<file path="src/rtl/por_seq_pkg.sv">
package por_seq_pkg;

    typedef enum logic [1:0] {
        PH_WAIT = 2'd0,
        PH_OSC  = 2'd1,
        PH_REL  = 2'd2,
        PH_RUN  = 2'd3
    } phase_e;

endpackage

</file>
<file path="src/rtl/por_sync.sv">
module por_sync #(
    parameter int   STAGES = 2,
    parameter logic INIT   = 1'b0
) (
    input  logic clk,
    input  logic arst_n,
    input  logic d,
    output logic q
);

    logic [STAGES-1:0] pipe_d;
    logic [STAGES-1:0] pipe_q;

    always_comb begin
        pipe_d = {pipe_q[STAGES-2:0], d};
    end

    always_ff @(posedge clk or negedge arst_n) begin
        if (!arst_n) pipe_q <= {STAGES{INIT}};
        else         pipe_q <= pipe_d;
    end

    assign q = pipe_q[STAGES-1];

endmodule

</file>
<file path="src/rtl/por_debounce.sv">
module por_debounce #(
    parameter int TICKS = 4
) (
    input  logic clk,
    input  logic por_n,
    input  logic btn_s,
    input  logic tick,
    output logic fire
);

    localparam int W = $clog2(TICKS + 1);

    typedef struct packed {
        logic [W-1:0] cnt;
        logic         armed;
    } db_s;

    db_s db_d;
    db_s db_q;

    always_comb begin
        db_d = db_q;
        fire = 1'b0;
        if (btn_s) begin
            db_d.cnt   = '0;
            db_d.armed = 1'b1;
        end else if (tick && db_q.armed) begin
            if (db_q.cnt == W'(TICKS - 1)) begin
                fire       = 1'b1;
                db_d.armed = 1'b0;
                db_d.cnt   = '0;
            end else begin
                db_d.cnt = db_q.cnt + 1'b1;
            end
        end
    end

    always_ff @(posedge clk or negedge por_n) begin
        if (!por_n) db_q <= '{cnt: '0, armed: 1'b1};
        else        db_q <= db_d;
    end

    AST_FIRE_ONCE_PER_PRESS: assert property (@(posedge clk) disable iff (!por_n) fire |=> !fire);
    AST_FIRE_ONLY_ON_TICK: assert property (@(posedge clk) disable iff (!por_n) fire |-> (tick && !btn_s));

endmodule

</file>
<file path="src/rtl/por_release_chain.sv">
module por_release_chain #(
    parameter int LEN = 3
) (
    input  logic clk,
    input  logic por_n,
    input  logic clear,
    input  logic shift,
    output logic pre_last,
    output logic last
);

    logic [LEN-1:0] chain_d;
    logic [LEN-1:0] chain_q;

    always_comb begin
        chain_d = chain_q;
        if (clear)      chain_d = '0;
        else if (shift) chain_d = {chain_q[LEN-2:0], 1'b1};
    end

    always_ff @(posedge clk or negedge por_n) begin
        if (!por_n) chain_q <= '0;
        else        chain_q <= chain_d;
    end

    assign pre_last = chain_q[LEN-2];
    assign last     = chain_q[LEN-1];

    AST_CLEAR_EMPTIES_CHAIN: assert property (@(posedge clk) disable iff (!por_n) clear |=> !last);
    AST_LAST_AFTER_PREV: assert property (@(posedge clk) disable iff (!por_n) $rose(last) |-> $past(pre_last));

endmodule

</file>
<file path="src/rtl/por_sequencer.sv">
module por_sequencer
    import por_seq_pkg::*;
#(
    parameter int WAIT_TICKS     = 100,
    parameter int OSC_CYCLES     = 1024,
    parameter int CHAIN_LEN      = 3,
    parameter int DEBOUNCE_TICKS = 4,
    parameter int SYNC_STAGES    = 2
) (
    input  logic       clk,
    input  logic       por_n,
    input  logic       ref_tick,
    input  logic       btn_n,
    input  logic       rc_mode,
    output logic       rst_n_o,
    output logic [1:0] phase_o
);

    localparam int CNT_MAX = (WAIT_TICKS > OSC_CYCLES) ? WAIT_TICKS : OSC_CYCLES;
    localparam int CNT_W   = $clog2(CNT_MAX + 1);

    typedef struct packed {
        phase_e           phase;
        logic [CNT_W-1:0] cnt;
        logic             ref_prev;
    } seq_s;

    seq_s seq_d;
    seq_s seq_q;

    logic ref_s;
    logic btn_s;
    logic tick;
    logic restart;
    logic chain_clear;
    logic chain_shift;
    logic chain_pre;
    logic chain_last;

    por_sync #(.STAGES(SYNC_STAGES), .INIT(1'b0)) u_ref_sync (
        .clk    (clk),
        .arst_n (por_n),
        .d      (ref_tick),
        .q      (ref_s)
    );

    por_sync #(.STAGES(SYNC_STAGES), .INIT(1'b1)) u_btn_sync (
        .clk    (clk),
        .arst_n (por_n),
        .d      (btn_n),
        .q      (btn_s)
    );

    assign tick = ref_s & ~seq_q.ref_prev;

    por_debounce #(.TICKS(DEBOUNCE_TICKS)) u_debounce (
        .clk   (clk),
        .por_n (por_n),
        .btn_s (btn_s),
        .tick  (tick),
        .fire  (restart)
    );

    always_comb begin
        seq_d          = seq_q;
        seq_d.ref_prev = ref_s;
        case (seq_q.phase)
            PH_WAIT: begin
                if (tick) begin
                    if (seq_q.cnt == CNT_W'(WAIT_TICKS - 1)) begin
                        seq_d.cnt   = '0;
                        seq_d.phase = rc_mode ? PH_REL : PH_OSC;
                    end else begin
                        seq_d.cnt = seq_q.cnt + 1'b1;
                    end
                end
            end
            PH_OSC: begin
                if (seq_q.cnt == CNT_W'(OSC_CYCLES - 1)) begin
                    seq_d.cnt   = '0;
                    seq_d.phase = PH_REL;
                end else begin
                    seq_d.cnt = seq_q.cnt + 1'b1;
                end
            end
            PH_REL: begin
                if (chain_pre) seq_d.phase = PH_RUN;
            end
            PH_RUN: begin
                seq_d.phase = PH_RUN;
            end
            default: seq_d.phase = PH_WAIT;
        endcase
        if (restart) begin
            seq_d.phase = PH_WAIT;
            seq_d.cnt   = '0;
        end
    end

    always_ff @(posedge clk or negedge por_n) begin
        if (!por_n) seq_q <= '{phase: PH_WAIT, cnt: '0, ref_prev: 1'b0};
        else        seq_q <= seq_d;
    end

    assign chain_clear = restart | (seq_q.phase == PH_WAIT) | (seq_q.phase == PH_OSC);
    assign chain_shift = (seq_q.phase == PH_REL) | (seq_q.phase == PH_RUN);

    por_release_chain #(.LEN(CHAIN_LEN)) u_chain (
        .clk      (clk),
        .por_n    (por_n),
        .clear    (chain_clear),
        .shift    (chain_shift),
        .pre_last (chain_pre),
        .last     (chain_last)
    );

    assign rst_n_o = chain_last;
    assign phase_o = seq_q.phase;

    AST_RST_ONLY_RUNNING: assert property (@(posedge clk) disable iff (!por_n) rst_n_o == (seq_q.phase == PH_RUN));
    AST_RESTART_TO_WAIT: assert property (@(posedge clk) disable iff (!por_n) restart |=> (seq_q.phase == PH_WAIT && !rst_n_o));
    AST_RC_SKIPS_OSC: assert property (@(posedge clk) disable iff (!por_n) (seq_q.phase == PH_WAIT && rc_mode) |=> seq_q.phase != PH_OSC);
    AST_RUN_HOLDS: assert property (@(posedge clk) disable iff (!por_n) (seq_q.phase == PH_RUN && !restart) |=> seq_q.phase == PH_RUN);
    AST_OSC_CNT_BOUND: assert property (@(posedge clk) disable iff (!por_n) seq_q.phase == PH_OSC |-> seq_q.cnt < CNT_W'(OSC_CYCLES));
    AST_WAIT_CNT_BOUND: assert property (@(posedge clk) disable iff (!por_n) seq_q.phase == PH_WAIT |-> seq_q.cnt < CNT_W'(WAIT_TICKS));

endmodule

</file>
<file path="config.mk">
export PLATFORM = sky130hd
export DESIGN_NAME = por_sequencer
export DESIGN_NICKNAME = d
export VERILOG_FILES = /design/src/rtl/por_seq_pkg.sv /design/src/rtl/por_sync.sv /design/src/rtl/por_debounce.sv /design/src/rtl/por_release_chain.sv /design/src/rtl/por_sequencer.sv
export SDC_FILE = /design/constraint.sdc
export NUM_CORES = 1
export LEC_CHECK = 0
export BUFFER_PORTS_ARGS = -buffer_cell sky130_fd_sc_hd__buf_2
export CORE_ASPECT_RATIO = 1.75
export CORE_MARGIN = 4
export CORE_UTILIZATION = 55
export CTS_BUF_LIST = sky130_fd_sc_hd__clkbuf_8
export DETAILED_ROUTE_END_ITERATION = 12
export PLACE_DENSITY = 0.7
export RECOVER_POWER = 100
export SYNTH_ARGS = -nofsm -noshare
export SYNTH_HDL_FRONTEND = slang
export SYNTH_SLANG_ARGS = --single-unit
</file>
<file path="constraint.sdc">
create_clock -name clk -period 2.4 [get_ports clk]
set_input_delay 0.72 -clock clk [delete_from_list [all_inputs] [get_ports clk]]
set_output_delay 0.72 -clock clk [all_outputs]
set_load 0.05 [all_outputs]
</file>
* Yosys cells after proc, flatten, opt, wreduce, memory -nomap -nowiden *
Index checks and enable logic that the tools add are counted.

storage, ports and cells
  register bits = 25
  bits in latches = 0
  bits in writable memories = 0
  ROM bits = 0
  input bits = 5
  output and inout port bits = 3
  memories = 0

operators by class
  add/sub/neg operators = 2
  $mul = 0
  div/mod/pow operators = 0
  order comparisons = 0
  equality and inequality tests = 10
  shifts and indexed selects = 0
  multiplexer cells = 19
  bitwise logic cells = 5
  reductions and logical operators = 9

operators with widths
  cell                   count
  $mux 13                2
  $mux 11                2
  $pmux 11 s2            1
  $add 11x1->11 const B  1
  $eq 11x10->1 const B   1
  $eq 11x7->1 const B    1
  $mux 3                 3
  $mux 2                 4
  $mux 4                 2
  $pmux 2 s4             1
  $ne 3x2->1 const B     2
  $ne 3x3->1 const B     2
  $reduce_bool 2->1      3
  $eq 2x2->1 const B     2
  $mux 1                 4
  $reduce_and 2->1       2
  $reduce_and 4->1       1
  $add 3x1->3 const B    1
  $eq 3x2->1 const B     1
  $or 1x1->1             3
  $reduce_bool 3->1      1
  $eq 2x1->1 const B     1
  $logic_not 2->1        1
  $and 1x1->1            1
  2 further kinds        2

* Longest topological paths before layout *
Gate-level depths: netlist of the first run.

  word-level depth = 8
  depth in mapped cells = 8
  mapped depth without buffers = 6

* Modules after synthesis *
A second synthesis of the first run with hierarchy kept.

unflattened totals
  cells, all modules = 138
  area, all modules = 1341.3 µm²

by module, submodules not included
  module                 times used  cells an instance  area each (µm²)  sequential area each (µm²)
  por_sequencer          1           107                915.9            350.3
  por_debounce           1           18                 212.7            101.3
  por_release_chain      1           9                  110.1            75.1
  por_sync (u_btn_sync)  1           2                  52.6             52.6
  por_sync (u_ref_sync)  1           2                  50.0             50.0

* Worst setup path after synthesis of the first run *
Ideal clock, no wire load.

  kind = register to register
  start point = reg seq_q[1] (netlist bit)
  end point = reg seq_q[1] (netlist bit)
  arrival time = 1.924 ns
  required time = 2.275 ns
  setup slack = 0.351 ns
  cell stages (with the launch flop) = 8
  period minus slack after synthesis = 2.049 ns
  path through = dfrtp_1 > ha_1 > or4b_1 > nor4_2 > a311o_2 > buf_6 > nor2_2 > mux2_2

between the ends
  word-level cells in the longest chain between the ends = 5

RTL lines
  item                                                 line                                                           source
  start: declaration                                   por_sequencer.sv:29                                            seq_s seq_q;
  start signal: assignment                             por_sequencer.sv:101                                           if (!por_n) seq_q <= '{phase: PH_WAIT, cnt: '0, ref_prev: 1'b0};
  start signal: assignment                             por_sequencer.sv:102                                           else seq_q <= seq_d;
  $add 11x1->11 / $eq 11x7->1 (equally long branches)  por_sequencer.sv:74, por_sequencer.sv:83, por_sequencer.sv:70
  $mux 11                                              por_sequencer.sv:70                                            if (seq_q.cnt == CNT_W'(WAIT_TICKS - 1)) begin
  $mux 13                                              por_sequencer.sv:69                                            if (tick) begin
  $pmux 11 s2 (*)                                      por_sequencer.sv:67                                            case (seq_q.phase)
  $mux 13 (*)                                          por_sequencer.sv:94                                            if (restart) begin

Mark *: on every way between the ends. The rest lies on a longest branch, timed or not. The select of a mux whose other input is x is not followed.
A chain may end at the register's enable or synchronous reset.

* Worst setup path after layout of the first run *
  start point = reg seq_q[2] (netlist bit)
  end point = reg seq_q[1] (netlist bit)

between the ends
  word-level cells in the longest chain between the ends = 5

RTL lines
  item             line
  $eq 11x7->1      por_sequencer.sv:70
  $mux 11          por_sequencer.sv:70
  $mux 13          por_sequencer.sv:69
  $pmux 11 s2 (*)  por_sequencer.sv:67
  $mux 13 (*)      por_sequencer.sv:94

Marks and branches as above.

==> flow_summary.html, run 1 <==
<table>
<tr><th>Metric</th><th>Value</th></tr>
<tr><th colspan="2">Critical path</th></tr>
<tr><td>Crit path capture type</td><td>flip-flop</td></tr>
<tr><td>Slowest stage cell on the critical path</td><td>or4b_1</td></tr>
<tr><td>Capturing point of the worst reg2reg path</td><td>seq_q[1]</td></tr>
<tr><td>Critical Path Source</td><td>seq_q[2]</td></tr>
<tr><td>Slowest Stage Delay on Critical Path</td><td>0.48 ns</td></tr>
<tr><td>Cells along the critical path</td><td>ha_1 -&gt; or4b_1 -&gt; nor4_2 -&gt; a311o_2 -&gt; nor2_2 -&gt; mux2_2</td></tr>
<tr><td>Startpoint type of the worst setup path</td><td>flip-flop</td></tr>
<tr><td>Critical Path RT</td><td>2.57 ns</td></tr>
<tr><td>Worst reg2reg startpoint</td><td>seq_q[2]</td></tr>
<tr><td>Setup slack of the worst register-to-register path</td><td>0.15 ns</td></tr>
<tr><td>Classification of the worst setup path</td><td>reg -&gt; reg</td></tr>
<tr><td>Signal arrival time at the worst endpoint</td><td>2.41 ns</td></tr>
<tr><td>Crit-path max FO</td><td>10</td></tr>
<tr><td>CP endpoint</td><td>seq_q[1]</td></tr>
<tr><td>Worst-case reg-to-reg path depth</td><td>6</td></tr>
<tr><th colspan="2">Clock network</th></tr>
<tr><td>Post-CTS setup buffer count</td><td>0</td></tr>
<tr><td>Later-pin clock latency in the skew report</td><td>0.28 ns</td></tr>
<tr><td>Count of cells resized by post-cts repair</td><td>0</td></tr>
<tr><td>Clock tree from TritonCTS</td><td>built</td></tr>
<tr><td># hold bufs at CTS</td><td>0</td></tr>
<tr><td>Max clock buf depth</td><td>2</td></tr>
<tr><td>Number of buffers created by CTS</td><td>3</td></tr>
<tr><td>CTS sink cnt</td><td>25</td></tr>
<tr><td>Clock root buffer</td><td>clkbuf_8</td></tr>
<tr><td>H-tree depth</td><td>1</td></tr>
<tr><td>Clk pin slew, worst setup/hold paths</td><td>0.09 ns</td></tr>
<tr><th colspan="2">Cells and area</th></tr>
<tr><td>Post-layout util</td><td>61.1%</td></tr>
<tr><td>Filler cell count</td><td>197</td></tr>
<tr><td>Number of antenna repair diodes</td><td>0</td></tr>
<tr><td>Share of cells above drive strength 1</td><td>12.9%</td></tr>
<tr><td>Synthesis-to-layout area growth</td><td>4.59%</td></tr>
<tr><td>Net count reported at finish</td><td>141</td></tr>
<tr><th colspan="2">Floorplanning</th></tr>
<tr><td>Number of rows in the core area</td><td>22</td></tr>
<tr><td>Die Area</td><td>3140 µm²</td></tr>
<tr><td>Initial standard-cell utilization of the core</td><td>58.4%</td></tr>
<tr><td>Core footprint</td><td>2150 µm²</td></tr>
<tr><td>Floorplan die width</td><td>44.1 µm</td></tr>
<tr><td>Die Y-Extent</td><td>71.2 µm</td></tr>
<tr><td>Ports placed on the boundary</td><td>8</td></tr>
<tr><th colspan="2">Synthesis</th></tr>
<tr><td>Post-synthesis share of cell area spent on full adders, half adders and majority gates</td><td>2.99%</td></tr>
<tr><td>Xor and xnor fraction of the mapped netlist area</td><td>0%</td></tr>
<tr><td>Multiplexer share of the synthesized area</td><td>0.897%</td></tr>
<tr><td>Synthesized net count</td><td>134</td></tr>
<tr><td>Post-synthesis average cell area</td><td>9.96 µm²</td></tr>
<tr><td>Post-synthesis sequential area ratio</td><td>50.1%</td></tr>
<tr><td>Simple-gate share of the synthesized area</td><td>26.7%</td></tr>
<tr><td>Syn. warnings</td><td>0</td></tr>
<tr><td>Count of flip-flops with a built-in enable after synthesis</td><td>0</td></tr>
<tr><td>Share of Yosys cell area claimed by the top area cell type</td><td>43.9%</td></tr>
<tr><td>Post-synth ARST share</td><td>100%</td></tr>
<tr><td>Synthesized netlist cell count</td><td>126</td></tr>
<tr><td>Cells taking the most area after synthesis</td><td>dfrtp_1 44%, dfstp_2 6.3%, nand2_1 4.5%</td></tr>
<tr><td>Most common cell in the synthesized netlist</td><td>dfrtp_1</td></tr>
<tr><td>Distinct cell type count of the synthesized netlist</td><td>40</td></tr>
<tr><td>Yosys reg bits</td><td>25</td></tr>
<tr><td>Compound-gate portion of the synthesized area</td><td>15.3%</td></tr>
<tr><td>Combinational family with the most area after synthesis</td><td>simple AND/OR/NAND/NOR gates</td></tr>
<tr><td>Synthesized area</td><td>1250 µm²</td></tr>
<tr><td>Most frequent cells after synthesis</td><td>22 x dfrtp_1, 15 x nand2_1, 15 x nor2_1</td></tr>
<tr><td>Leading register cell type out of synthesis</td><td>dfrtp_1</td></tr>
<tr><td>Top cell type by total area after synthesis</td><td>dfrtp_1</td></tr>
<tr><th colspan="2">Job</th></tr>
<tr><td># Max-Cap Violations</td><td>0</td></tr>
<tr><th colspan="2">GRT</th></tr>
<tr><td>First-pass GRT wire length</td><td>4390 µm</td></tr>
<tr><td>Maximum number of pins on one net before global-route repair</td><td>26</td></tr>
<tr><td>Grt peak-use layer</td><td>met2</td></tr>
<tr><td>Met1 track demand over resource in global routing</td><td>19.2%</td></tr>
<tr><td>Global Route met3 Usage</td><td>3.56%</td></tr>
<tr><td>Total overflow reported by the global router</td><td>0</td></tr>
<tr><td>GRT met2 Usage</td><td>33.0%</td></tr>
<tr><td>Vias in the first global route</td><td>1003</td></tr>
<tr><td>Overall global routing resource usage</td><td>19.0%</td></tr>
<tr><td>Initial antenna violation count</td><td>0</td></tr>
<tr><th colspan="2">Detailed routing</th></tr>
<tr><td>Total wire length after detailed routing</td><td>2500 µm</td></tr>
<tr><td>Total iterations of the first detailed-routing run</td><td>4</td></tr>
<tr><td>Number of routed nets with antenna violations</td><td>0</td></tr>
<tr><td>DR iter-0 viols</td><td>27</td></tr>
<tr><td>Number of vias after detailed routing</td><td>980</td></tr>
<tr><td>Average detailed-routed wire length per instance</td><td>16.0 µm</td></tr>
<tr><td>Vias per std cell</td><td>6.28</td></tr>
<tr><td>Residual DRC count</td><td>0</td></tr>
<tr><th colspan="2">Timing</th></tr>
<tr><td>Setup TNS</td><td>0 ns</td></tr>
<tr><td>Headroom to the max-slew limit</td><td>13.5%</td></tr>
<tr><td>Worst Clk Skew</td><td>0.00375 ns</td></tr>
<tr><td>Maximum clock frequency</td><td>0.445 GHz</td></tr>
<tr><td>Post-Route Hold Slack</td><td>0.357 ns</td></tr>
<tr><td>Count of final setup violators</td><td>0</td></tr>
<tr><td>Post-route fraction of the period consumed by the critical path</td><td>93.6%</td></tr>
<tr><td>Final hold vios</td><td>0</td></tr>
<tr><td>Number of pins with negative max-slew slack in the final report</td><td>0</td></tr>
<tr><td>Clock period minus final worst setup slack</td><td>2.25 ns</td></tr>
<tr><td>Worst Tran Pin Value</td><td>1.30 ns</td></tr>
<tr><td>Setup repair after global routing missed its margin</td><td>false</td></tr>
<tr><th colspan="2">Power</th></tr>
<tr><td>VDD IR max</td><td>599 µV</td></tr>
<tr><td>Power density relative to cell area</td><td>986 nW/µm²</td></tr>
<tr><td>Reported leakage power</td><td>0.552 nW</td></tr>
<tr><th colspan="2">Placed design</th></tr>
<tr><td>Half-perimeter wire length of the detailed placement result</td><td>1880 µm</td></tr>
<tr><td>Routability-driven placement congestion ratio</td><td>0.872</td></tr>
<tr><td>Number of port buffers</td><td>7</td></tr>
<tr><th colspan="2">Run status</th></tr>
<tr><td>Run status</td><td>finished, final reports clean</td></tr>
<tr><th colspan="2">Min path</th></tr>
<tr><td>Class of the tightest hold or removal check</td><td>reg -&gt; reg</td></tr>
</table>
state kept, by name (all words and copies together), names as in the netlist:
register           flops
u_chain.chain_q        3
seq_q                 12
u_btn_sync.pipe_q      2
phase_o                2
u_debounce.db_q        4
u_ref_sync.pipe_q      2
stage by stage:
stage / setup slack, ns / area, µm² / power, W / cells
floorplan: 0.351 / 1250 / 0.000957 / 126
global placement: 0.279 / 1280 / 0.00104 / 152
detailed placement: 0.185 / 1280 / 0.00105 / 152
CTS: 0.167 / 1330 / 0.00131 / 156
global route: 0.00709 / 1310 / 0.00139 / 156
finish: 0.155 / 1310 / 0.00129 / 156
cells in the final DEF (no fill, tap or decap), types with 2 or more instances in the layout:
master / Yosys / final
buf_2: 1 / 3
or4_1: 2 / 2
a21oi_1: 3 / 3
clkbuf_8: 0 / 3
nor2b_1: 3 / 3
nor3_1: 6 / 6
dfstp_2: 3 / 2
nor4_1: 2 / 2
o21ai_0: 7 / 7
nand2_1: 15 / 15
ha_1: 3 / 3
a22o_1: 6 / 6
a211o_1: 2 / 2
a21o_1: 2 / 2
and3_1: 2 / 2
nand3_1: 5 / 5
nor2_1: 15 / 15
dfrtp_1: 22 / 22
clkbuf_1: 1 / 4
or3_1: 2 / 2
or2_2: 2 / 2
worst min path at each step:
stage | startpoint | to | slack (ns) | cells after the start
final | u_ref_sync.pipe_q[0] | u_ref_sync.pipe_q[1] | 0.36 | 0
after global placement | u_ref_sync.pipe_q[0] | u_ref_sync.pipe_q[1] | 0.34 | 0
after detailed placement | u_ref_sync.pipe_q[0] | u_ref_sync.pipe_q[1] | 0.34 | 0
after CTS | u_ref_sync.pipe_q[0] | u_ref_sync.pipe_q[1] | 0.36 | 0
after global routing | u_ref_sync.pipe_q[0] | u_ref_sync.pipe_q[1] | 0.36 | 0
after floorplan | u_ref_sync.pipe_q[0] | u_ref_sync.pipe_q[1] | 0.33 | 0
routing by layer:
layer	up-vias	share of wire, %
li1	467	-
met1	476	37
met2	26	55
met3	11	3.8
met4	0	4.6
met5	-	0
power breakdown:
group	total (W)	switching, W	internal [W]
sequential	0.000635	0.000120	0.000515
clock	0.000253	0.000135	0.000118
combinational	0.000406	0.000243	0.000163
total	0.00129	0.000498	0.000796
final cells by class:
| class | count | area, µm² | area share, % |
|---|---|---|---|
| multi-input cells | 94 | 563 | 42.9 |
| inverters | 1 | 3.75 | 0.286 |
| flip-flops and latches | 25 | 629 | 48.0 |
| well taps | 24 | 30.0 | 2.29 |
| clock buffers | 3 | 41.3 | 3.15 |
| repair buffers | 8 | 37.5 | 2.86 |
| clock inverters | 1 | 7.51 | 0.572 |
critical path, delay by kind of cell (launching register included):
kind | cells | cell delay [ns]
AO/OA/AOI/OAI | 1 | 0.29
adder cells (fa/ha/maj) | 1 | 0.18
flip-flops | 1 | 0.42
multiplexers | 1 | 0.27
AND/OR/NAND/NOR | 3 | 0.97
kinds of logic (layout without fill, tap and decap cells):
logic type	count (synthesis)	in the layout
simple gates	63	63
compound gates	27	27
flops	25	25
buf+inv	7	13
fa+ha+maj	3	3
mux	1	1
Power figures use the tool's default switching activity.
==> run 2, diff against run 1 <==
--- a/config.mk
+++ b/config.mk
@@ -6,13 +6,13 @@
 export NUM_CORES = 1
 export LEC_CHECK = 0
 export BUFFER_PORTS_ARGS = -buffer_cell sky130_fd_sc_hd__buf_2
-export CORE_ASPECT_RATIO = 1.75
 export CORE_MARGIN = 4
 export CORE_UTILIZATION = 55
 export CTS_BUF_LIST = sky130_fd_sc_hd__clkbuf_8
 export DETAILED_ROUTE_END_ITERATION = 12
 export PLACE_DENSITY = 0.7
 export RECOVER_POWER = 100
+export SETUP_SLACK_MARGIN = 0.5
 export SYNTH_ARGS = -nofsm -noshare
 export SYNTH_HDL_FRONTEND = slang
 export SYNTH_SLANG_ARGS = --single-unit
==> flow_summary.html, run 2 (synthesized netlist as in run 1, its figures left out) <==
<table>
<tr><th>Metric</th><th>Value</th></tr>
<tr><th colspan="2">Run status</th></tr>
<tr><td>Run status</td><td>finished, final reports clean (unchanged)</td></tr>
<tr><th colspan="2">Timing</th></tr>
<tr><td>Post-route fraction of the period consumed by the critical path</td><td>88.0% (was 93.6%)</td></tr>
<tr><td>Worst Clk Skew</td><td>0.00798 ns (was 0.00375 ns)</td></tr>
<tr><td>Final hold vios</td><td>0 (unchanged)</td></tr>
<tr><td>Worst-case setup margin in the final layout</td><td>0.288 ns (was 0.155 ns)</td></tr>
<tr><td>Setup repair after global routing missed its margin</td><td>true (was false)</td></tr>
<tr><td>Worst Tran Pin Value</td><td>1.34 ns (was 1.30 ns)</td></tr>
<tr><td>Number of pins with negative max-slew slack in the final report</td><td>0 (unchanged)</td></tr>
<tr><td>Headroom to the max-slew limit</td><td>10.7% (was 13.5%)</td></tr>
<tr><td>Maximum clock frequency</td><td>0.473 GHz (was 0.445 GHz)</td></tr>
<tr><td>Clock period minus final worst setup slack</td><td>2.11 ns (was 2.25 ns)</td></tr>
<tr><td>Count of final setup violators</td><td>0 (unchanged)</td></tr>
<tr><td>Setup TNS</td><td>0 ns (unchanged)</td></tr>
<tr><th colspan="2">Critical path</th></tr>
<tr><td>Crit path capture type</td><td>flip-flop (unchanged)</td></tr>
<tr><td>Signal arrival time at the worst endpoint</td><td>2.26 ns (was 2.41 ns)</td></tr>
<tr><td>Crit-path max FO</td><td>5 (was 10)</td></tr>
<tr><td>Cells along the critical path</td><td>nand3b_4 -&gt; nor3_1 -&gt; a311o_2 -&gt; o21ai_0 -&gt; a22o_1 (was ha_1 -&gt; or4b_1 -&gt; nor4_2 -&gt; a311o_2 -&gt; nor2_2 -&gt; mux2_2)</td></tr>
<tr><td>Kind of cell adding the most delay to the critical path</td><td>simple AND/OR/NAND/NOR gates (unchanged)</td></tr>
<tr><td>Slowest stage cell on the critical path</td><td>nor3_1 (was or4b_1)</td></tr>
<tr><td>Classification of the worst setup path</td><td>reg -&gt; reg (unchanged)</td></tr>
<tr><td>Slowest Stage Delay on Critical Path</td><td>0.63 ns (was 0.48 ns)</td></tr>
<tr><td>Worst path bufs/invs</td><td>0 (unchanged)</td></tr>
<tr><td>Critical Path RT</td><td>2.55 ns (was 2.57 ns)</td></tr>
<tr><td>Startpoint type of the worst setup path</td><td>flip-flop (unchanged)</td></tr>
<tr><th colspan="2">Power</th></tr>
<tr><td>Net Sw Frac</td><td>38.6% (was 38.5%)</td></tr>
<tr><td>Design internal power</td><td>0.000901 W (was 0.000796 W)</td></tr>
<tr><td>VDD IR max</td><td>671 µV (was 599 µV)</td></tr>
<tr><td>Net switching power</td><td>0.000566 W (was 0.000498 W)</td></tr>
<tr><td>Seq pwr share</td><td>43.6% (was 49.1%)</td></tr>
<tr><td>Reported leakage power</td><td>0.644 nW (was 0.552 nW)</td></tr>
<tr><td>Power density relative to cell area</td><td>981 nW/µm² (was 986 nW/µm²)</td></tr>
<tr><td>Total design power</td><td>0.00147 W (was 0.00129 W)</td></tr>
<tr><td>Clock network fraction of total power</td><td>16.2% (was 19.6%)</td></tr>
<tr><td>Logic gate share of total power</td><td>40.3% (was 31.4%)</td></tr>
<tr><th colspan="2">Floorplanning</th></tr>
<tr><td>Die Y-Extent</td><td>55.8 µm (was 71.2 µm)</td></tr>
<tr><td>Initial standard-cell utilization of the core</td><td>57.3% (was 58.4%)</td></tr>
<tr><td>Die Area</td><td>3110 µm² (was 3140 µm²)</td></tr>
<tr><td>Ports placed on the boundary</td><td>8 (unchanged)</td></tr>
<tr><td>Floorplan die width</td><td>55.8 µm (was 44.1 µm)</td></tr>
<tr><td>Core footprint</td><td>2190 µm² (was 2150 µm²)</td></tr>
<tr><td>Number of rows in the core area</td><td>17 (was 22)</td></tr>
<tr><th colspan="2">Detailed routing</th></tr>
<tr><td>DR iter-0 viols</td><td>21 (was 27)</td></tr>
<tr><td>Total wire length after detailed routing</td><td>2900 µm (was 2500 µm)</td></tr>
<tr><td>Total iterations of the first detailed-routing run</td><td>4 (unchanged)</td></tr>
<tr><td>Vias per std cell</td><td>6.13 (was 6.28)</td></tr>
<tr><td>Residual DRC count</td><td>0 (unchanged)</td></tr>
<tr><td>Average detailed-routed wire length per instance</td><td>16.8 µm (was 16.0 µm)</td></tr>
<tr><td>Number of vias after detailed routing</td><td>1060 (was 980)</td></tr>
<tr><td>Number of routed nets with antenna violations</td><td>0 (unchanged)</td></tr>
<tr><th colspan="2">Clock network</th></tr>
<tr><td>Clock root buffer</td><td>clkbuf_8 (unchanged)</td></tr>
<tr><td>Number of buffers created by CTS</td><td>3 (unchanged)</td></tr>
<tr><td>CTS sink cnt</td><td>25 (unchanged)</td></tr>
<tr><td>Clock tree from TritonCTS</td><td>built (unchanged)</td></tr>
<tr><td>Max clock buf depth</td><td>2 (unchanged)</td></tr>
<tr><td>H-tree depth</td><td>1 (unchanged)</td></tr>
<tr><td># hold bufs at CTS</td><td>0 (unchanged)</td></tr>
<tr><td>Clk pin slew, worst setup/hold paths</td><td>0.08 ns (was 0.09 ns)</td></tr>
<tr><td>Later-pin clock latency in the skew report</td><td>0.26 ns (was 0.28 ns)</td></tr>
<tr><th colspan="2">GRT</th></tr>
<tr><td>First-pass GRT wire length</td><td>4510 µm (was 4390 µm)</td></tr>
<tr><td>Maximum number of pins on one net before global-route repair</td><td>26 (unchanged)</td></tr>
<tr><td>Vias in the first global route</td><td>982 (was 1003)</td></tr>
<tr><td>Initial antenna violation count</td><td>0 (unchanged)</td></tr>
<tr><td>Overall global routing resource usage</td><td>18.0% (was 19.0%)</td></tr>
<tr><td>Total overflow reported by the global router</td><td>0 (unchanged)</td></tr>
<tr><th colspan="2">Placed design</th></tr>
<tr><td>Number of port buffers</td><td>7 (unchanged)</td></tr>
<tr><td>Worst slack at placement</td><td>0.353 ns (was 0.185 ns)</td></tr>
<tr><td>Routability-driven placement congestion ratio</td><td>0.855 (was 0.872)</td></tr>
<tr><td>Half-perimeter wire length of the detailed placement result</td><td>1720 µm (was 1880 µm)</td></tr>
<tr><td>Cell Area, Placed</td><td>1300 µm² (was 1280 µm²)</td></tr>
<tr><th colspan="2">Min path</th></tr>
<tr><td>Class of the tightest hold or removal check</td><td>reg -&gt; reg (unchanged)</td></tr>
<tr><th colspan="2">Cells and area</th></tr>
<tr><td>Area used by sequential logic in the layout</td><td>631 µm² (was 629 µm²)</td></tr>
<tr><td>Cell area after layout</td><td>1500 µm² (was 1310 µm²)</td></tr>
<tr><td>Commonest non-fill, non-tap cells in the layout</td><td>21 x dfrtp_1, 15 x nand2_1, 13 x nor2_1, 13 x buf_4 (was 22 x dfrtp_1, 15 x nor2_1, 15 x nand2_1)</td></tr>
<tr><td>Max reg flops</td><td>12 (unchanged)</td></tr>
<tr><td>Filler cell count</td><td>176 (was 197)</td></tr>
<tr><td>Net count reported at finish</td><td>154 (was 141)</td></tr>
<tr><td>Register containing the most flip-flops in the final layout</td><td>seq_q (unchanged)</td></tr>
<tr><td>Share of cells above drive strength 1</td><td>27.6% (was 12.9%)</td></tr>
<tr><td>Top Registers</td><td>seq_q x12, u_debounce.db_q x4, u_chain.chain_q x3 (unchanged)</td></tr>
<tr><td>Number of antenna repair diodes</td><td>0 (unchanged)</td></tr>
<tr><td>Area of the multi-input gates</td><td>654 µm² (was 563 µm²)</td></tr>
<tr><td>Synthesis-to-layout area growth</td><td>19.2% (was 4.59%)</td></tr>
<tr><td>Most common library cell in the layout ignoring fill and taps</td><td>dfrtp_1 (unchanged)</td></tr>
<tr><td>Post-layout util</td><td>68.3% (was 61.1%)</td></tr>
<tr><th colspan="2">Job</th></tr>
<tr><td># Max-Cap Violations</td><td>0 (unchanged)</td></tr>
</table>
-- run 2: cell count changes in the layout (fill, tap and decap cells not counted), moves of 2 or more --
cell     delta
o21ai_0     -4
nor2_1      -2
nor2_4      +2
o21ai_1     +3
ha_1        -2
buf_4      +12
-- run 2: power by group through the flow --
stage	Combinational, W	Clock, W	Sequential [W]
floorplan	0.000375	0	0.000612
global placement	0.000410	0	0.000639
detailed placement	0.000420	0	0.000641
CTS	0.000503	0.000246	0.000626
global route	0.000648	0.000264	0.000654
finish	0.000591	0.000237	0.000639
-- run 2: per-layer routing --
layer	share of wire (%)	wire (µm)	up-vias	GRT usage [%]
met4	2.1	60	0	6.25
li1	-	-	500	-
met3	3.3	96	8	3.25
met2	50	1460	27	30.7
met5	0	0	-	0
met1	44	1280	525	22.8
-- run 2: layout make-up --
class,instances,area share [%]
repair buffers,20,8.53
flip-flops and latches,25,42.1
well taps,28,2.34
inverters,1,0.251
clock inverters,1,0.251
multi-input cells,95,43.7
clock buffers,3,2.76
-- run 2: per-stage QoR --
step           hold WS [ns]  instances
3_3_place_gp          0.332        155
6_report              0.360        173
5_1_grt               0.366        173
3_5_place_dp          0.350        155
4_1_cts               0.361        167
2_1_floorplan         0.331        126
-- run 2: path summary, 6_finish.rpt --
path	depth (start not counted)	startpoint	to	slack, ns
worst max-delay path	5	u_debounce.db_q[0]	seq_q[10]	0.29
worst min-delay path	0	u_btn_sync.pipe_q[0]	u_btn_sync.pipe_q[1]	0.36
worst max register to register	5	u_debounce.db_q[0]	seq_q[10]	0.29
worst min register to register	0	u_btn_sync.pipe_q[0]	u_btn_sync.pipe_q[1]	0.36
max in group asynchronous	1	por_n	phase_o[1]	0.78
min in group asynchronous	1	por_n	phase_o[0]	0.74
-- run 2: repair_timing --
action                                  4_1_cts  5_1_grt
gates resized for setup                       9       13
hold endpoints to repair                      0        0
buffers inserted                              7        6
pin swaps                                     5        8
cloned                                        1        0
endpoints found under the setup margin        9       12
==> run 3, diff against run 2 <==
--- a/config.mk
+++ b/config.mk
@@ -5,6 +5,7 @@
 export SDC_FILE = /design/constraint.sdc
 export NUM_CORES = 1
 export LEC_CHECK = 0
+export ABC_AREA = 1
 export BUFFER_PORTS_ARGS = -buffer_cell sky130_fd_sc_hd__buf_2
 export CORE_MARGIN = 4
 export CORE_UTILIZATION = 55
==> flow_summary.html, run 3 <==
<table>
<tr><th>Metric</th><th>Value</th></tr>
<tr><th colspan="2">Clock network</th></tr>
<tr><td>H-tree depth</td><td>1 (unchanged)</td></tr>
<tr><td>Max clock buf depth</td><td>2 (unchanged)</td></tr>
<tr><td>Post-CTS setup buffer count</td><td>0 (was 7)</td></tr>
<tr><td>CTS sink cnt</td><td>25 (unchanged)</td></tr>
<tr><td>Clk pin slew, worst setup/hold paths</td><td>0.09 ns (was 0.08 ns)</td></tr>
<tr><td># hold bufs at CTS</td><td>0 (unchanged)</td></tr>
<tr><td>Clock root buffer</td><td>clkbuf_8 (unchanged)</td></tr>
<tr><td>Count of cells resized by post-cts repair</td><td>0 (was 9)</td></tr>
<tr><td>Clock tree from TritonCTS</td><td>built (unchanged)</td></tr>
<tr><td>Number of buffers created by CTS</td><td>3 (unchanged)</td></tr>
<tr><td>Later-pin clock latency in the skew report</td><td>0.28 ns (was 0.26 ns)</td></tr>
<tr><th colspan="2">Min path</th></tr>
<tr><td>Hold_sp</td><td>u_ref_sync.pipe_q[0] (was u_btn_sync.pipe_q[0])</td></tr>
<tr><td>Class of the tightest hold or removal check</td><td>reg -&gt; reg (unchanged)</td></tr>
<tr><th colspan="2">Synthesis</th></tr>
<tr><td>Synthesized netlist cell count</td><td>187 (was 126)</td></tr>
<tr><td>Post-synthesis share of cell area spent on full adders, half adders and majority gates</td><td>2.51% (was 2.99%)</td></tr>
<tr><td>Synthesized area</td><td>1500 µm² (was 1250 µm²)</td></tr>
<tr><td>Combinational family with the most area after synthesis</td><td>simple AND/OR/NAND/NOR gates (unchanged)</td></tr>
<tr><td>Most common cell in the synthesized netlist</td><td>nand2_1 (was dfrtp_1)</td></tr>
<tr><td>Most frequent cells after synthesis</td><td>47 x nand2_1, 22 x dfrtp_1, 21 x inv_1 (was 22 x dfrtp_1, 15 x nand2_1, 15 x nor2_1)</td></tr>
<tr><td>Synthesized net count</td><td>195 (was 134)</td></tr>
<tr><td>Leading register cell type out of synthesis</td><td>dfrtp_1 (unchanged)</td></tr>
<tr><td>Post-synthesis sequential area ratio</td><td>42.1% (was 50.1%)</td></tr>
<tr><td>Cells taking the most area after synthesis</td><td>dfrtp_1 37%, nand2_1 12%, dfstp_2 5.3% (was dfrtp_1 44%, dfstp_2 6.3%, nand2_1 4.5%)</td></tr>
<tr><td>Distinct cell type count of the synthesized netlist</td><td>29 (was 40)</td></tr>
<tr><td>Xor and xnor fraction of the mapped netlist area</td><td>2.93% (was 0%)</td></tr>
<tr><td>Multiplexer share of the synthesized area</td><td>0% (was 0.897%)</td></tr>
<tr><td>Compound-gate portion of the synthesized area</td><td>4.35% (was 15.3%)</td></tr>
<tr><td>Yosys reg bits</td><td>25 (unchanged)</td></tr>
<tr><td>Count of flip-flops with a built-in enable after synthesis</td><td>0 (unchanged)</td></tr>
<tr><td>Post-synth ARST share</td><td>100% (unchanged)</td></tr>
<tr><td>Syn. warnings</td><td>0 (unchanged)</td></tr>
<tr><td>Share of Yosys cell area claimed by the top area cell type</td><td>36.8% (was 43.9%)</td></tr>
<tr><td>Top cell type by total area after synthesis</td><td>dfrtp_1 (unchanged)</td></tr>
<tr><td>Post-synthesis average cell area</td><td>8.00 µm² (was 9.96 µm²)</td></tr>
<tr><td>Simple-gate share of the synthesized area</td><td>37.5% (was 26.7%)</td></tr>
<tr><th colspan="2">Timing</th></tr>
<tr><td>Count of final setup violators</td><td>0 (unchanged)</td></tr>
<tr><td>Setup TNS</td><td>0 ns (unchanged)</td></tr>
<tr><td>Headroom to the max-slew limit</td><td>14.9% (was 10.7%)</td></tr>
<tr><td>Worst Tran Pin Value</td><td>1.28 ns (was 1.34 ns)</td></tr>
<tr><td>Setup repair after global routing missed its margin</td><td>false (was true)</td></tr>
<tr><td>Worst-case setup margin in the final layout</td><td>0.391 ns (was 0.288 ns)</td></tr>
<tr><td>Worst Clk Skew</td><td>0.00516 ns (was 0.00798 ns)</td></tr>
<tr><td>Final hold vios</td><td>0 (unchanged)</td></tr>
<tr><td>Number of pins with negative max-slew slack in the final report</td><td>0 (unchanged)</td></tr>
<tr><td>Post-route fraction of the period consumed by the critical path</td><td>83.7% (was 88.0%)</td></tr>
<tr><td>Clock period minus final worst setup slack</td><td>2.01 ns (was 2.11 ns)</td></tr>
<tr><td>Maximum clock frequency</td><td>0.498 GHz (was 0.473 GHz)</td></tr>
<tr><th colspan="2">Detailed routing</th></tr>
<tr><td>Vias per std cell</td><td>5.11 (was 6.13)</td></tr>
<tr><td>DR iter-0 viols</td><td>37 (was 21)</td></tr>
<tr><td>Number of vias after detailed routing</td><td>1144 (was 1060)</td></tr>
<tr><td>Total wire length after detailed routing</td><td>2780 µm (was 2900 µm)</td></tr>
<tr><td>Average detailed-routed wire length per instance</td><td>12.4 µm (was 16.8 µm)</td></tr>
<tr><td>Total iterations of the first detailed-routing run</td><td>4 (unchanged)</td></tr>
<tr><td>Number of routed nets with antenna violations</td><td>0 (unchanged)</td></tr>
<tr><td>Residual DRC count</td><td>0 (unchanged)</td></tr>
<tr><th colspan="2">Placed design</th></tr>
<tr><td>Routability-driven placement congestion ratio</td><td>0.878 (was 0.855)</td></tr>
<tr><td>Worst slack at placement</td><td>0.842 ns (was 0.353 ns)</td></tr>
<tr><td>Number of port buffers</td><td>7 (unchanged)</td></tr>
<tr><td>DP Cell Count</td><td>220 (was 155)</td></tr>
<tr><td>Half-perimeter wire length of the detailed placement result</td><td>2200 µm (was 1720 µm)</td></tr>
<tr><th colspan="2">Critical path</th></tr>
<tr><td>Worst reg2reg startpoint</td><td>u_debounce.db_q[0] (unchanged)</td></tr>
<tr><td>Critical Path Source</td><td>u_debounce.db_q[0] (unchanged)</td></tr>
<tr><td>Crit-path max FO</td><td>11 (was 5)</td></tr>
<tr><td>Crit path capture type</td><td>flip-flop (unchanged)</td></tr>
<tr><td>Signal arrival time at the worst endpoint</td><td>2.19 ns (was 2.26 ns)</td></tr>
<tr><td>Critical Path RT</td><td>2.58 ns (was 2.55 ns)</td></tr>
<tr><td>Classification of the worst setup path</td><td>reg -&gt; reg (unchanged)</td></tr>
<tr><td>Startpoint type of the worst setup path</td><td>flip-flop (unchanged)</td></tr>
<tr><th colspan="2">Cells and area</th></tr>
<tr><td>Most common library cell in the layout ignoring fill and taps</td><td>nand2_1 (was dfrtp_1)</td></tr>
<tr><td>Number of antenna repair diodes</td><td>0 (unchanged)</td></tr>
<tr><td>Net count reported at finish</td><td>203 (was 154)</td></tr>
<tr><td>Post-layout util</td><td>60.9% (was 68.3%)</td></tr>
<tr><td>Synthesis-to-layout area growth</td><td>3.68% (was 19.2%)</td></tr>
<tr><td>Share of cells above drive strength 1</td><td>15.5% (was 27.6%)</td></tr>
<tr><td>Register containing the most flip-flops in the final layout</td><td>seq_q (unchanged)</td></tr>
<tr><td>Commonest non-fill, non-tap cells in the layout</td><td>49 x nand2_1, 23 x inv_1, 22 x dfrtp_1 (was 21 x dfrtp_1, 15 x nand2_1, 13 x nor2_1, 13 x buf_4)</td></tr>
<tr><td>Max reg flops</td><td>12 (unchanged)</td></tr>
<tr><td>Final std cells w/o fill</td><td>224 (was 173)</td></tr>
<tr><td>Top Registers</td><td>seq_q x12, u_debounce.db_q x4, u_chain.chain_q x3 (unchanged)</td></tr>
<tr><th colspan="2">Floorplanning</th></tr>
<tr><td>Core footprint</td><td>2540 µm² (was 2190 µm²)</td></tr>
<tr><td>Die Area</td><td>3620 µm² (was 3110 µm²)</td></tr>
<tr><td>Number of rows in the core area</td><td>18 (was 17)</td></tr>
<tr><td>Floorplan die width</td><td>60.1 µm (was 55.8 µm)</td></tr>
<tr><td>Ports placed on the boundary</td><td>8 (unchanged)</td></tr>
<tr><td>Initial standard-cell utilization of the core</td><td>58.8% (was 57.3%)</td></tr>
<tr><td>Die Y-Extent</td><td>60.1 µm (was 55.8 µm)</td></tr>
<tr><th colspan="2">Power</th></tr>
<tr><td>Reported leakage power</td><td>0.798 nW (was 0.644 nW)</td></tr>
<tr><td>VDD IR max</td><td>694 µV (was 671 µV)</td></tr>
<tr><td>Power density relative to cell area</td><td>960 nW/µm² (was 981 nW/µm²)</td></tr>
<tr><th colspan="2">GRT</th></tr>
<tr><td>Total overflow reported by the global router</td><td>0 (unchanged)</td></tr>
<tr><td>Global Route met3 Usage</td><td>2.59% (was 3.25%)</td></tr>
<tr><td>GRT met2 Usage</td><td>29.5% (was 30.7%)</td></tr>
<tr><td>Grt peak-use layer</td><td>met2 (unchanged)</td></tr>
<tr><td>Maximum number of pins on one net before global-route repair</td><td>26 (unchanged)</td></tr>
<tr><td>Overall global routing resource usage</td><td>18.1% (was 18.0%)</td></tr>
<tr><td>Met1 track demand over resource in global routing</td><td>21.7% (was 22.8%)</td></tr>
<tr><td>First-pass GRT wire length</td><td>4710 µm (was 4510 µm)</td></tr>
<tr><td>Initial antenna violation count</td><td>0 (unchanged)</td></tr>
<tr><td>Vias in the first global route</td><td>1110 (was 982)</td></tr>
<tr><th colspan="2">Run status</th></tr>
<tr><td>Run status</td><td>finished, final reports clean (unchanged)</td></tr>
<tr><th colspan="2">Job</th></tr>
<tr><td># Max-Cap Violations</td><td>0 (unchanged)</td></tr>
</table>
==> run 3: changes by cell type in the layout (fill, tap and decap cells not counted), moves of 5 or more <==
cell | before | now
buf_4 | 13 | 0
inv_2 | 0 | 5
nor2_1 | 13 | 21
nand2_1 | 15 | 49
a22o_1 | 6 | 0
inv_1 | 2 | 23
nand4_1 | 1 | 8
nand3_1 | 4 | 15
==> run 3: cell type report <==
cell class                      instances  area (µm²)
Multi-Input combinational cell        128         678
Clock buffer                            3        41.3
Clock inverter                          1        8.76
Fill cell                             236         995
Inverter                               30         125
Timing Repair Buffer                    7        30.0
Tap cell                               30        37.5
Sequential cell                        25         629
==> run 3: final timing paths <==
path	slack [ns]	cells after the start	to
min in group asynchronous	0.69	1	phase_o[0]
setup reg to reg	0.39	9	seq_q[7]
setup / recovery	0.39	9	seq_q[7]
hold reg to reg	0.36	0	u_ref_sync.pipe_q[1]
max in group asynchronous	0.96	1	u_ref_sync.pipe_q[1]
hold / removal	0.36	0	u_ref_sync.pipe_q[1]
==> run 3: where the power goes <==
part | switching [W] | internal (W) | total (W)
Clock | 0.000148 | 0.000122 | 0.000270
Sequential | 0.0000828 | 0.000506 | 0.000589
Combinational | 0.000434 | 0.000196 | 0.000629
==> run 3: logic make-up after synthesis <==
group	Yosys count
XOR/XNOR	5
flip-flops	25
AND/OR/NAND/NOR	108
AO/OA/AOI/OAI	12
buffers and inverters	34
adder cells (fa/ha/maj)	3
==> run 3: worst max-delay path, stage by stage (launching register included) <==
cell      delay [ns]
dfstp_2         0.53
inv_1           0.04
nor2_1          0.32
nand3_4         0.23
nand2_1         0.38
nand2_8         0.14
clkinv_8        0.10
nand2_2         0.05
inv_1           0.07
nor2_1          0.05
==> run 3: stage by stage <==
| step | power (W) | hold WS [ns] | instance area [µm²] |
|---|---|---|---|
| global route | 0.00160 | 0.370 | 1550 |
| finish | 0.00149 | 0.362 | 1550 |
| detailed placement | 0.00125 | 0.337 | 1530 |
| floorplan | 0.00116 | 0.331 | 1500 |
| global placement | 0.00124 | 0.344 | 1530 |
| CTS | 0.00152 | 0.369 | 1580 |
==> run 3: metal layers <==
layer  part of all wire (%)  vias up
met2                     46       19
met3                    2.8       10
met1                     48      519
li1                       -      596
met5                      0        -
met4                    3.8        0
